[config.mk]
export PLATFORM = sky130hd
export DESIGN_NAME = nvm_write_merger
export DESIGN_NICKNAME = d
export VERILOG_FILES = /design/src/rtl/nvm_merge_pkg.sv /design/src/rtl/nvm_prog_timer.sv /design/src/rtl/nvm_wear_counter.sv /design/src/rtl/nvm_group_buffer.sv /design/src/rtl/nvm_write_merger.sv
export SDC_FILE = /design/constraint.sdc
export NUM_CORES = 1
export LEC_CHECK = 0
export ABC_AREA = 1
export BUFFER_PORTS_ARGS = -buffer_cell sky130_fd_sc_hd__buf_4
export CAP_MARGIN = 40
export CORE_ASPECT_RATIO = 0.6
export CORE_UTILIZATION = 59
export DETAILED_ROUTE_END_ITERATION = 12
export PLACE_DENSITY = 0.95
export SLEW_MARGIN = 10
export SYNTH_ARGS = -nofsm -noshare
export SYNTH_HDL_FRONTEND = slang
export SYNTH_SLANG_ARGS = --single-unit
[constraint.sdc]
create_clock -name clk -period 3.8 [get_ports clk]
set_input_delay 0.19 -clock clk [delete_from_list [all_inputs] [get_ports clk]]
set_output_delay 0.19 -clock clk [all_outputs]
set_load 0.02 [all_outputs]
[src/rtl/nvm_merge_pkg.sv]
package nvm_merge_pkg;

   localparam int unsigned BYTE_W = 8;

   typedef logic [BYTE_W-1:0] byte_t;

   // Number of clock cycles covering a window given in microseconds (min 1)
   function automatic int unsigned window_cycles(input int unsigned clk_hz,
                                                 input int unsigned win_us);
      longint unsigned t;
      t = (longint'(clk_hz) * longint'(win_us)) / 64'd1_000_000;
      if (t < 64'd1) t = 64'd1;
      return int'(t);
   endfunction

endpackage

[src/rtl/nvm_prog_timer.sv]
module nvm_prog_timer #(
   parameter int unsigned CYCLES = 1
) (
   input  logic clk,
   input  logic rst_n,
   input  logic start,
   output logic busy
);
   localparam int unsigned TW = $clog2(CYCLES + 1);
   localparam logic [TW-1:0] LOAD = TW'(CYCLES);

   logic [TW-1:0] remain;

   always_ff @(posedge clk) begin
      if (!rst_n)              remain <= '0;
      else if (start)          remain <= LOAD;
      else if (remain != '0)   remain <= remain - 1'b1;
   end

   assign busy = (remain != '0);

   AST_START_WHEN_IDLE: assert property (@(posedge clk) disable iff (!rst_n)
      start |-> !busy);
   AST_BUSY_AFTER_START: assert property (@(posedge clk) disable iff (!rst_n)
      start |=> busy);

endmodule

[src/rtl/nvm_wear_counter.sv]
module nvm_wear_counter #(
   parameter int unsigned CW = 16
) (
   input  logic          clk,
   input  logic          rst_n,
   input  logic          inc,
   output logic [CW-1:0] count
);
   localparam logic [CW-1:0] PEAK = '1;

   always_ff @(posedge clk) begin
      if (!rst_n)                     count <= '0;
      else if (inc && count != PEAK)  count <= count + 1'b1;
   end

   AST_CNT_HOLD: assert property (@(posedge clk) disable iff (!rst_n)
      !inc |=> $stable(count));
   AST_CNT_PEAK: assert property (@(posedge clk) disable iff (!rst_n)
      (count == PEAK) |=> (count == PEAK));
   AST_CNT_STEP: assert property (@(posedge clk) disable iff (!rst_n)
      (inc && count != PEAK) |=> (count == $past(count) + 1'b1));

endmodule

[src/rtl/nvm_group_buffer.sv]
module nvm_group_buffer
   import nvm_merge_pkg::*;
#(
   parameter int unsigned AW          = 12,
   parameter int unsigned GROUP_BYTES = 8
) (
   input  logic                          clk,
   input  logic                          rst_n,
   // write side
   input  logic                          wr_en,
   input  logic                          load_new,
   input  logic                          clear,
   input  logic [AW-$clog2(GROUP_BYTES)-1:0] wr_grp,
   input  logic [$clog2(GROUP_BYTES)-1:0]    wr_lane,
   input  byte_t                         wr_byte,
   input  logic                          wr_diff,
   // pending group
   output logic [AW-$clog2(GROUP_BYTES)-1:0] pend_grp,
   output logic [BYTE_W*GROUP_BYTES-1:0] pend_data,
   output logic [GROUP_BYTES-1:0]        pend_mask,
   // overlay lookup
   input  logic [AW-$clog2(GROUP_BYTES)-1:0] rd_grp,
   input  logic [$clog2(GROUP_BYTES)-1:0]    rd_lane,
   output logic                          rd_hit,
   output byte_t                         rd_byte
);
   localparam int unsigned OFF_W = $clog2(GROUP_BYTES);
   localparam int unsigned GW    = AW - OFF_W;

   byte_t lane_q [GROUP_BYTES];

   always_ff @(posedge clk) begin
      if (!rst_n)        pend_grp <= '0;
      else if (load_new) pend_grp <= wr_grp;
   end

   for (genvar k = 0; k < GROUP_BYTES; k++) begin : g_lane
      logic hit_k;
      assign hit_k = wr_en && (wr_lane == OFF_W'(k));

      always_ff @(posedge clk) begin
         if (!rst_n) begin
            pend_mask[k] <= 1'b0;
            lane_q[k]    <= '0;
         end else if (hit_k) begin
            pend_mask[k] <= wr_diff;
            lane_q[k]    <= wr_byte;
         end else if (load_new || clear) begin
            pend_mask[k] <= 1'b0;
         end
      end

      assign pend_data[BYTE_W*k +: BYTE_W] = lane_q[k];
   end

   assign rd_hit  = (rd_grp == pend_grp) && pend_mask[rd_lane];
   assign rd_byte = lane_q[rd_lane];

   AST_CLEAR_EMPTIES: assert property (@(posedge clk) disable iff (!rst_n)
      (clear && !wr_en) |=> (pend_mask == '0));
   AST_SAME_DATA_NO_MARK: assert property (@(posedge clk) disable iff (!rst_n)
      (wr_en && !wr_diff) |=> !pend_mask[$past(wr_lane)]);

   logic unused_gw;
   assign unused_gw = (GW == 0);

endmodule

[src/rtl/nvm_write_merger.sv]
module nvm_write_merger
   import nvm_merge_pkg::*;
#(
   parameter int unsigned AW          = 12,
   parameter int unsigned GROUP_BYTES = 8,
   parameter int unsigned CW          = 16,
   parameter int unsigned CLK_HZ      = 50_000_000,
   parameter int unsigned PROG_US     = 20_000,
   parameter int unsigned PROG_CYCLES = window_cycles(CLK_HZ, PROG_US)
) (
   input  logic                          clk,
   input  logic                          rst_n,
   input  logic                          req_valid,
   output logic                          req_ready,
   input  logic [AW-1:0]                 req_addr,
   input  logic [7:0]                    req_data,
   input  logic                          flush_req,
   input  logic [AW-1:0]                 host_raddr,
   output logic [7:0]                    host_rdata,
   output logic [AW-1:0]                 mem_cmp_addr,
   input  logic [7:0]                    mem_cmp_data,
   output logic [AW-1:0]                 mem_look_addr,
   input  logic [7:0]                    mem_look_data,
   output logic                          pgm_go,
   output logic [AW-1:0]                 pgm_base,
   output logic [8*GROUP_BYTES-1:0]      pgm_data,
   output logic [GROUP_BYTES-1:0]        pgm_mask,
   output logic                          pgm_busy,
   output logic [CW-1:0]                 wear_count
);
   localparam int unsigned OFF_W = $clog2(GROUP_BYTES);
   localparam int unsigned GW    = AW - OFF_W;

   // elaboration-time parameter checks
   if (GROUP_BYTES < 2 || (GROUP_BYTES & (GROUP_BYTES - 1)) != 0) begin : g_bad_group
      $error("GROUP_BYTES must be a power of two of at least 2");
   end
   if (AW <= OFF_W) begin : g_bad_aw
      $error("AW must exceed the group offset width");
   end
   if (PROG_CYCLES < 1) begin : g_bad_cycles
      $error("PROG_CYCLES must be at least 1");
   end
   if (CW < 1) begin : g_bad_cw
      $error("CW must be at least 1");
   end

   // request decode
   logic [GW-1:0]    req_grp;
   logic [OFF_W-1:0] req_lane;
   assign req_grp  = req_addr[AW-1:OFF_W];
   assign req_lane = req_addr[OFF_W-1:0];

   logic [GW-1:0]                  pend_grp;
   logic [8*GROUP_BYTES-1:0]       pend_data;
   logic [GROUP_BYTES-1:0]         pend_mask;
   logic                           pend_any;
   logic                           same_grp;
   logic                           idle;
   logic                           accept;
   logic                           do_flush;
   logic                           do_switch;
   logic                           commit;
   logic                           differs;
   logic                           ovl_hit;
   byte_t                          ovl_byte;

   assign idle      = !pgm_busy;
   assign req_ready = idle && !flush_req;
   assign accept    = req_valid && req_ready;
   assign pend_any  = |pend_mask;
   assign same_grp  = pend_any && (pend_grp == req_grp);
   assign do_flush  = idle && flush_req && pend_any;
   assign do_switch = accept && pend_any && !same_grp;
   assign commit    = do_flush || do_switch;

   assign mem_cmp_addr = req_addr;
   assign differs      = (req_data != mem_cmp_data);

   nvm_group_buffer #(
      .AW          (AW),
      .GROUP_BYTES (GROUP_BYTES)
   ) i_buf (
      .clk       (clk),
      .rst_n     (rst_n),
      .wr_en     (accept),
      .load_new  (accept && !same_grp),
      .clear     (do_flush),
      .wr_grp    (req_grp),
      .wr_lane   (req_lane),
      .wr_byte   (req_data),
      .wr_diff   (differs),
      .pend_grp  (pend_grp),
      .pend_data (pend_data),
      .pend_mask (pend_mask),
      .rd_grp    (host_raddr[AW-1:OFF_W]),
      .rd_lane   (host_raddr[OFF_W-1:0]),
      .rd_hit    (ovl_hit),
      .rd_byte   (ovl_byte)
   );

   // host read with pending overlay
   assign mem_look_addr = host_raddr;
   assign host_rdata    = ovl_hit ? ovl_byte : mem_look_data;

   // zero the lanes that are not enabled
   logic [8*GROUP_BYTES-1:0] cmd_data;
   for (genvar k = 0; k < GROUP_BYTES; k++) begin : g_cmd_lane
      assign cmd_data[8*k +: 8] = pend_mask[k] ? pend_data[8*k +: 8] : 8'h00;
   end

   // program command register
   always_ff @(posedge clk) begin
      if (!rst_n) begin
         pgm_go   <= 1'b0;
         pgm_base <= '0;
         pgm_data <= '0;
         pgm_mask <= '0;
      end else begin
         pgm_go <= commit;
         if (commit) begin
            pgm_base <= {pend_grp, {OFF_W{1'b0}}};
            pgm_data <= cmd_data;
            pgm_mask <= pend_mask;
         end
      end
   end

   nvm_prog_timer #(
      .CYCLES (PROG_CYCLES)
   ) i_timer (
      .clk   (clk),
      .rst_n (rst_n),
      .start (commit),
      .busy  (pgm_busy)
   );

   nvm_wear_counter #(
      .CW (CW)
   ) i_count (
      .clk   (clk),
      .rst_n (rst_n),
      .inc   (commit),
      .count (wear_count)
   );

   AST_GO_HAS_MASK: assert property (@(posedge clk) disable iff (!rst_n)
      pgm_go |-> (pgm_mask != '0));
   AST_SWITCH_COMMITS: assert property (@(posedge clk) disable iff (!rst_n)
      (accept && pend_any && (pend_grp != req_grp)) |=> pgm_go);
   AST_FLUSH_COMMITS: assert property (@(posedge clk) disable iff (!rst_n)
      (flush_req && !pgm_busy && pend_any) |=> (pgm_go && pend_mask == '0));
   AST_GO_PULSE: assert property (@(posedge clk) disable iff (!rst_n)
      pgm_go |=> !pgm_go);
   AST_GO_IN_WINDOW: assert property (@(posedge clk) disable iff (!rst_n)
      pgm_go |-> (pgm_busy && !req_ready));
   AST_BASE_ALIGNED: assert property (@(posedge clk) disable iff (!rst_n)
      pgm_go |-> (pgm_base[OFF_W-1:0] == '0));

endmodule

==> impl_metrics.env, run 1 <==
export IMPL_outcome="finished, final reports clean"
export IMPL_coreArea_um2=14700
export IMPL_ys_ff_latch=199
export IMPL_grt_ovfl_total=0
export IMPL_die_w_um=162
export IMPL_crit_fanout=53
export IMPL_rsz0062_at_grt="no"
export IMPL_cts_buffers=17
export IMPL_drive_gt1_share_pct=19.9
export IMPL_cts_root_buffer="clkbuf_16"
export IMPL_crit_path_end_kind="register"
export IMPL_cts_tree="done"
export IMPL_cts_setup_buffers=0
export IMPL_synth_seq_area_share_pct=51.1
export IMPL_ctsLongestPathBuffers=2
export IMPL_grt_pass1_vias=8087
export IMPL_dr_pass1_iters=6
export IMPL_final_antenna_net_count=0
export IMPL_total_power_w=0.00551
export IMPL_clk_latency_ps=440
export IMPL_rows=34
export IMPL_p_leak_nw=4.91
export IMPL_io_pins=187
export IMPL_path_class="register to register"
export IMPL_finalMaxSlewViolations=0
export IMPL_nets=1324
export IMPL_drcViolationCount=0
export IMPL_irDropWorstVdd_v=0.000284
export IMPL_synthCells=1124
export IMPL_cts_resized=0
export IMPL_cts_num_sinks=199
export IMPL_tightest_slew_ps=673
export IMPL_period_needed_ps=3260
export IMPL_dp_cells=1448
export IMPL_cp_data_arrival_time_ps=3630
export IMPL_antenna_found_initial=0
export IMPL_grt_pass1_wl_mm=41.4
export IMPL_async_flop_share_pct=0
export IMPL_initial_utilization_pct=61.5
export IMPL_routed_via_count=8527
export IMPL_netlist_area_um2=9050
export IMPL_clk_pin_slew_worst_paths_ps=80
export IMPL_synth_flop_cell="dfxtp_1"
export IMPL_via_per_inst=5.76
export IMPL_routed_wl_mm=26.3
export IMPL_dieArea_um2=15900
export IMPL_wl_per_cell_um=17.8
export IMPL_rrSetupSlack_ps=540
export IMPL_startpoint_type="register"
export IMPL_stdcell_area_um2=10900
export IMPL_finalSetupTns_ps=0
export IMPL_hold_path_class="input pin to register"
export IMPL_synth_area_per_cell_um2=8.05
export IMPL_num_antenna_cells=0
export IMPL_htree_levels=4
export IMPL_drt_iter0_drc=1217
export IMPL_required_ps=4170
export IMPL_synth_edff_count=64
export IMPL_port_buffer_count=183
export IMPL_fin_cells=1480
export IMPL_synth_distinct_cells=41
export IMPL_syn_to_final_growth_pct=20.9
export IMPL_max_slew_margin_pct=55.0
export IMPL_cts_hold_buf=0
export IMPL_finalSetupViolations=0
export IMPL_skew_ps=10.6
export IMPL_pwr_density_cell_nw_per_um2=503
export IMPL_die_y_um=97.9
export IMPL_grtUsageTotal_pct=33.7
export IMPL_fin_util_pct=74.4
export IMPL_grt_max_degree=54
export IMPL_placed_cell_area_um2=10300
export IMPL_hpwl_mm=18.4
export IMPL_gp_congestion=0.936
export IMPL_post_route_period_util_pct=85.8
export IMPL_final_hold_viol_count=0
export IMPL_cap_violations=0
export IMPL_yosysWarnings=0
export IMPL_timing_fmax_mhz=307
flip-flops by register name (all words and copies together), names as in the netlist:
signal and flops:
i_buf.lane_q 64, i_buf.pend_grp 9, i_buf.pend_mask 8, i_count.count 16, i_timer.remain 20, pgm_base 9
pgm_data 64, pgm_go 1, pgm_mask 8
final timing paths:
path / startpoint / to / depth (start not counted)
worst max-delay path: i_buf.pend_mask[5] / pgm_base[11] / 10
worst max register to register: i_buf.pend_mask[5] / pgm_base[11] / 10
worst min register to register: pgm_data[46] / pgm_data[46] / 2
worst min-delay path: req_addr[8] / i_buf.pend_grp[5] / 3
worst max-delay path, stage by stage, from the launching register on:
cell and delay (ps):
dfxtp_1 500, nor2_1 170, nand3_1 110, nor2_1 320
inv_1 130, nand3_1 120, nand2_2 320, nor2_4 660
buf_4 570, nand2_1 120, o21ai_1 110
metal layers:
metal	vias to the layer above	global-route usage, %	part of all wire [%]	wire, um
li1	3920	-	-	-
met2	598	51.7	44	11600
met1	3925	44.9	40	10400
met3	84	10.4	13	3480
met5	-	0	0	0
met4	0	12.8	2.7	713
where the power goes:
group	internal [W]	switching [W]	total, W
Combinational	0.000396	0.000794	0.00119
Sequential	0.00231	0.000117	0.00243
Clock	0.00100	0.000885	0.00189
Total	0.00371	0.00180	0.00551
cells in the final DEF (no fill, tap or decap), types with 10 or more instances in the layout:
cell type	n
nand3_1	54
nor2_4	10
xor2_1	24
buf_4	187
xnor2_1	22
nand3_2	12
dfxtp_1	135
nand2_1	339
edfxtp_1	64
o21ai_0	53
o21ai_1	15
a21oi_1	34
o22ai_1	21
nor3_1	12
inv_1	59
nand4_1	14
nor2_1	153
clkbuf_16	17
cells by family after synthesis:
kind of cell,Yosys count,synth area share [%]
xor+xnor,46,4.45
flops,199,51.1
compound gates,130,7.66
buf+inv,130,7.08
fa+ha+maj,3,0.415
simple gates,615,29.2
other cells,1,0.0414
synthesized netlist by cell type (14+ instances only):
cell type	instances	area, um2
nand3_1	54	270
xnor2_1	22	193
nand2_1	339	1270
o21ai_0	53	265
buf_2	15	75.1
nand4_1	14	87.6
clkbuf_1	17	63.8
dfxtp_1	135	2700
xor2_1	24	210
o22ai_1	21	131
inv_1	59	221
edfxtp_1	64	1920
nor2_1	154	578
buf_4	28	210
a21oi_1	34	170
o21ai_1	15	75.1
area by class of cell:
cell class,instances,area (um2)
timing repair buffer,187,1400
multi-input combinational,797,3800
fill,1011,3770
sequential,199,4620
clock inverter,15,188
tap,198,248
clock buffer,17,425
inverter,67,256
per-stage QoR:
stage | hold WS (ps) | worst slack, ps
6_report | 61.2 | 540
3_3_place_gp | 441 | 908
4_1_cts | 62.4 | 636
5_1_grt | 81.9 | 440
2_1_floorplan | 383 | 1400
3_5_place_dp | 442 | 736
(Power assumes the default switching activity.)
==> run 2, diff against run 1 <==
--- a/config.mk
+++ b/config.mk
@@ -11,6 +11,7 @@
 export CORE_ASPECT_RATIO = 0.6
 export CORE_UTILIZATION = 59
 export DETAILED_ROUTE_END_ITERATION = 12
+export MAX_ROUTING_LAYER = met4
 export PLACE_DENSITY = 0.95
 export SLEW_MARGIN = 10
 export SYNTH_ARGS = -nofsm -noshare
==> run 2 against run 1 <==
Combinational power is essentially flat. Worst setup slack gained 92 ps. Hold slack gained 10 ps. Sequential power is essentially flat. Clock power is essentially flat. Non-clock buffer count is the same. Fmax grew 2.9%. Global-route usage grew 0.24 points. Register-to-register slack gained 90 ps. Clock-buffer cell count is the same. Largest power group unchanged. Highest routed layer unchanged.
==> impl_metrics.env, run 2 (synthesized netlist as in run 1, its figures left out) <==
export IMPL_clk_latency_ps=450
export IMPL_required_ps=4170
export IMPL_drive_gt1_share_pct=19.9
export IMPL_power_switching_w=0.00178
export IMPL_max_slew_margin_pct=52.6
export IMPL_die_y_um=97.9
export IMPL_final_common_cell="nand2_1"
export IMPL_p_leak_nw=4.91
export IMPL_cts_tree="done"
export IMPL_holdPathStages=3
export IMPL_finalSetupTns_ps=0
export IMPL_dr_pass1_iters=7
export IMPL_via_per_inst=5.76
export IMPL_intPower_w=0.00371
export IMPL_clkPwrFrac_pct=34.3
export IMPL_routed_via_count=8532
export IMPL_total_power_w=0.00549
export IMPL_seq_power_share_pct=44.2
export IMPL_rows=34
export IMPL_multi_input_area_um2=3800
export IMPL_hold_path_class="input pin to register"
export IMPL_wl_per_cell_um=17.5
export IMPL_routed_wl_mm=25.9
export IMPL_fill_cells=1005
export IMPL_grt_pass1_wl_mm=40.2
export IMPL_outcome="finished, final reports clean"
export IMPL_htree_levels=4
export IMPL_seq_area_um2=4620
export IMPL_startpoint_type="register"
export IMPL_grt_ovfl_total=0
export IMPL_r2r_start="i_buf.pend_mask[5]"
export IMPL_syn_to_final_growth_pct=21.0
export IMPL_crit_path_end_kind="register"
export IMPL_ctsLongestPathBuffers=2
export IMPL_period_needed_ps=3170
export IMPL_hold_path_end="i_buf.pend_grp[5]"
export IMPL_rrSetupSlack_ps=630
export IMPL_clk_pin_slew_worst_paths_ps=70
export IMPL_cts_setup_buffers=0
export IMPL_finalSetupViolations=0
export IMPL_initial_utilization_pct=61.5
export IMPL_hpwl_mm=18.2
export IMPL_port_buffer_count=183
export IMPL_dieArea_um2=15900
export IMPL_io_pins=187
export IMPL_final_cell_mix="nand2_1 (339), buf_4 (187), nor2_1 (153), dfxtp_1 (135), edfxtp_1 (64)"
export IMPL_cts_buffers=17
export IMPL_cts_num_sinks=199
export IMPL_gp_congestion=0.923
export IMPL_final_hold_viol_count=0
export IMPL_fin_util_pct=74.4
export IMPL_pwr_density_cell_nw_per_um2=501
export IMPL_grtUsageTotal_pct=34.0
export IMPL_pwr_share_comb_pct=21.5
export IMPL_placed_cell_area_um2=10300
export IMPL_nets=1324
export IMPL_reg2regPathDepth=10
export IMPL_whs_ps=71.3
export IMPL_crit_fanout=53
export IMPL_drt_iter0_drc=1259
export IMPL_cap_violations=0
export IMPL_timing_fmax_mhz=316
export IMPL_r2r_end="pgm_base[11]"
export IMPL_grt_pass1_vias=7704
export IMPL_final_antenna_net_count=0
export IMPL_path_class="register to register"
export IMPL_cts_root_buffer="clkbuf_16"
export IMPL_cts_resized=0
export IMPL_finalMaxSlewViolations=0
export IMPL_antenna_found_initial=0
export IMPL_cp_data_arrival_time_ps=3530
export IMPL_skew_ps=15.9
export IMPL_rsz0062_at_grt="no"
export IMPL_cts_hold_buf=0
export IMPL_die_w_um=162
export IMPL_post_route_period_util_pct=83.4
export IMPL_drcViolationCount=0
export IMPL_switching_share_pct=32.4
export IMPL_grt_max_degree=54
export IMPL_largestRegisters="i_buf.lane_q x64, pgm_data x64, i_timer.remain x20"
export IMPL_tightest_slew_ps=710
export IMPL_stdcell_area_um2=10900
export IMPL_min_from="req_addr[8]"
export IMPL_irDropWorstVdd_v=0.000308
export IMPL_num_antenna_cells=0
export IMPL_coreArea_um2=14700
## run 2: changes by cell type in the layout (fill, tap and decap cells not counted), sizes merged
cell / before / now
clkinv: 10 / 12
inv: 67 / 65
## run 2: metal layers
| layer | global-route usage, % | routed length [um] |
|---|---|---|
| met1 | 46.9 | 10700 |
| met2 | 49.9 | 11200 |
| met3 | 7.31 | 3350 |
| met4 | 10.5 | 655 |
| met5 | - | 0 |
## run 2: final cells by class
type / count / area share (%)
flip-flops and latches: 199 / 42.2
repair buffers: 187 / 12.8
clock inverters: 15 / 1.76
clock buffers: 17 / 3.89
well taps: 198 / 2.26
multi-input cells: 797 / 34.7
inverters: 67 / 2.34
## run 2: per-stage QoR
stage                     worst slack (ps)  instances
after detailed placement               733       1448
after CTS                              725       1480
after floorplan                       1400       1126
after global placement                 873       1448
after global routing                   387       1480
final                                  632       1480
## run 2: critical path, cell delays in order (launching register included)
cell,delay (ps)
dfxtp_1,500
nor2_1,160
nand3_1,80
nor2_1,250
inv_1,120
nand3_1,110
nand2_2,320
nor2_4,680
buf_4,600
nand2_1,110
o21ai_1,110
## run 2: how the worst max path moves through the flow
stage | endpoint | slack [ps] | start | cells after the start
finish | pgm_base[11] | 630 | i_buf.pend_mask[5] | 10
global route | pgm_base[11] | 390 | i_buf.pend_mask[5] | 10
CTS | pgm_data[38] | 730 | i_buf.pend_mask[5] | 10
detailed placement | pgm_data[52] | 730 | i_buf.pend_mask[5] | 10
global placement | pgm_base[9] | 870 | i_buf.pend_mask[5] | 10
floorplan | i_buf.lane_q[6][0] | 1400 | i_timer.remain[0] | 10
## run 2: power groups by stage
stage          Combinational (W)  Clock (W)  Sequential, W
6_report                 0.00118    0.00188        0.00243
3_3_place_gp             0.00108          0        0.00246
2_1_floorplan           0.000829          0        0.00244
4_1_cts                  0.00114    0.00188        0.00242
5_1_grt                  0.00128    0.00197        0.00244
3_5_place_dp             0.00111          0        0.00246
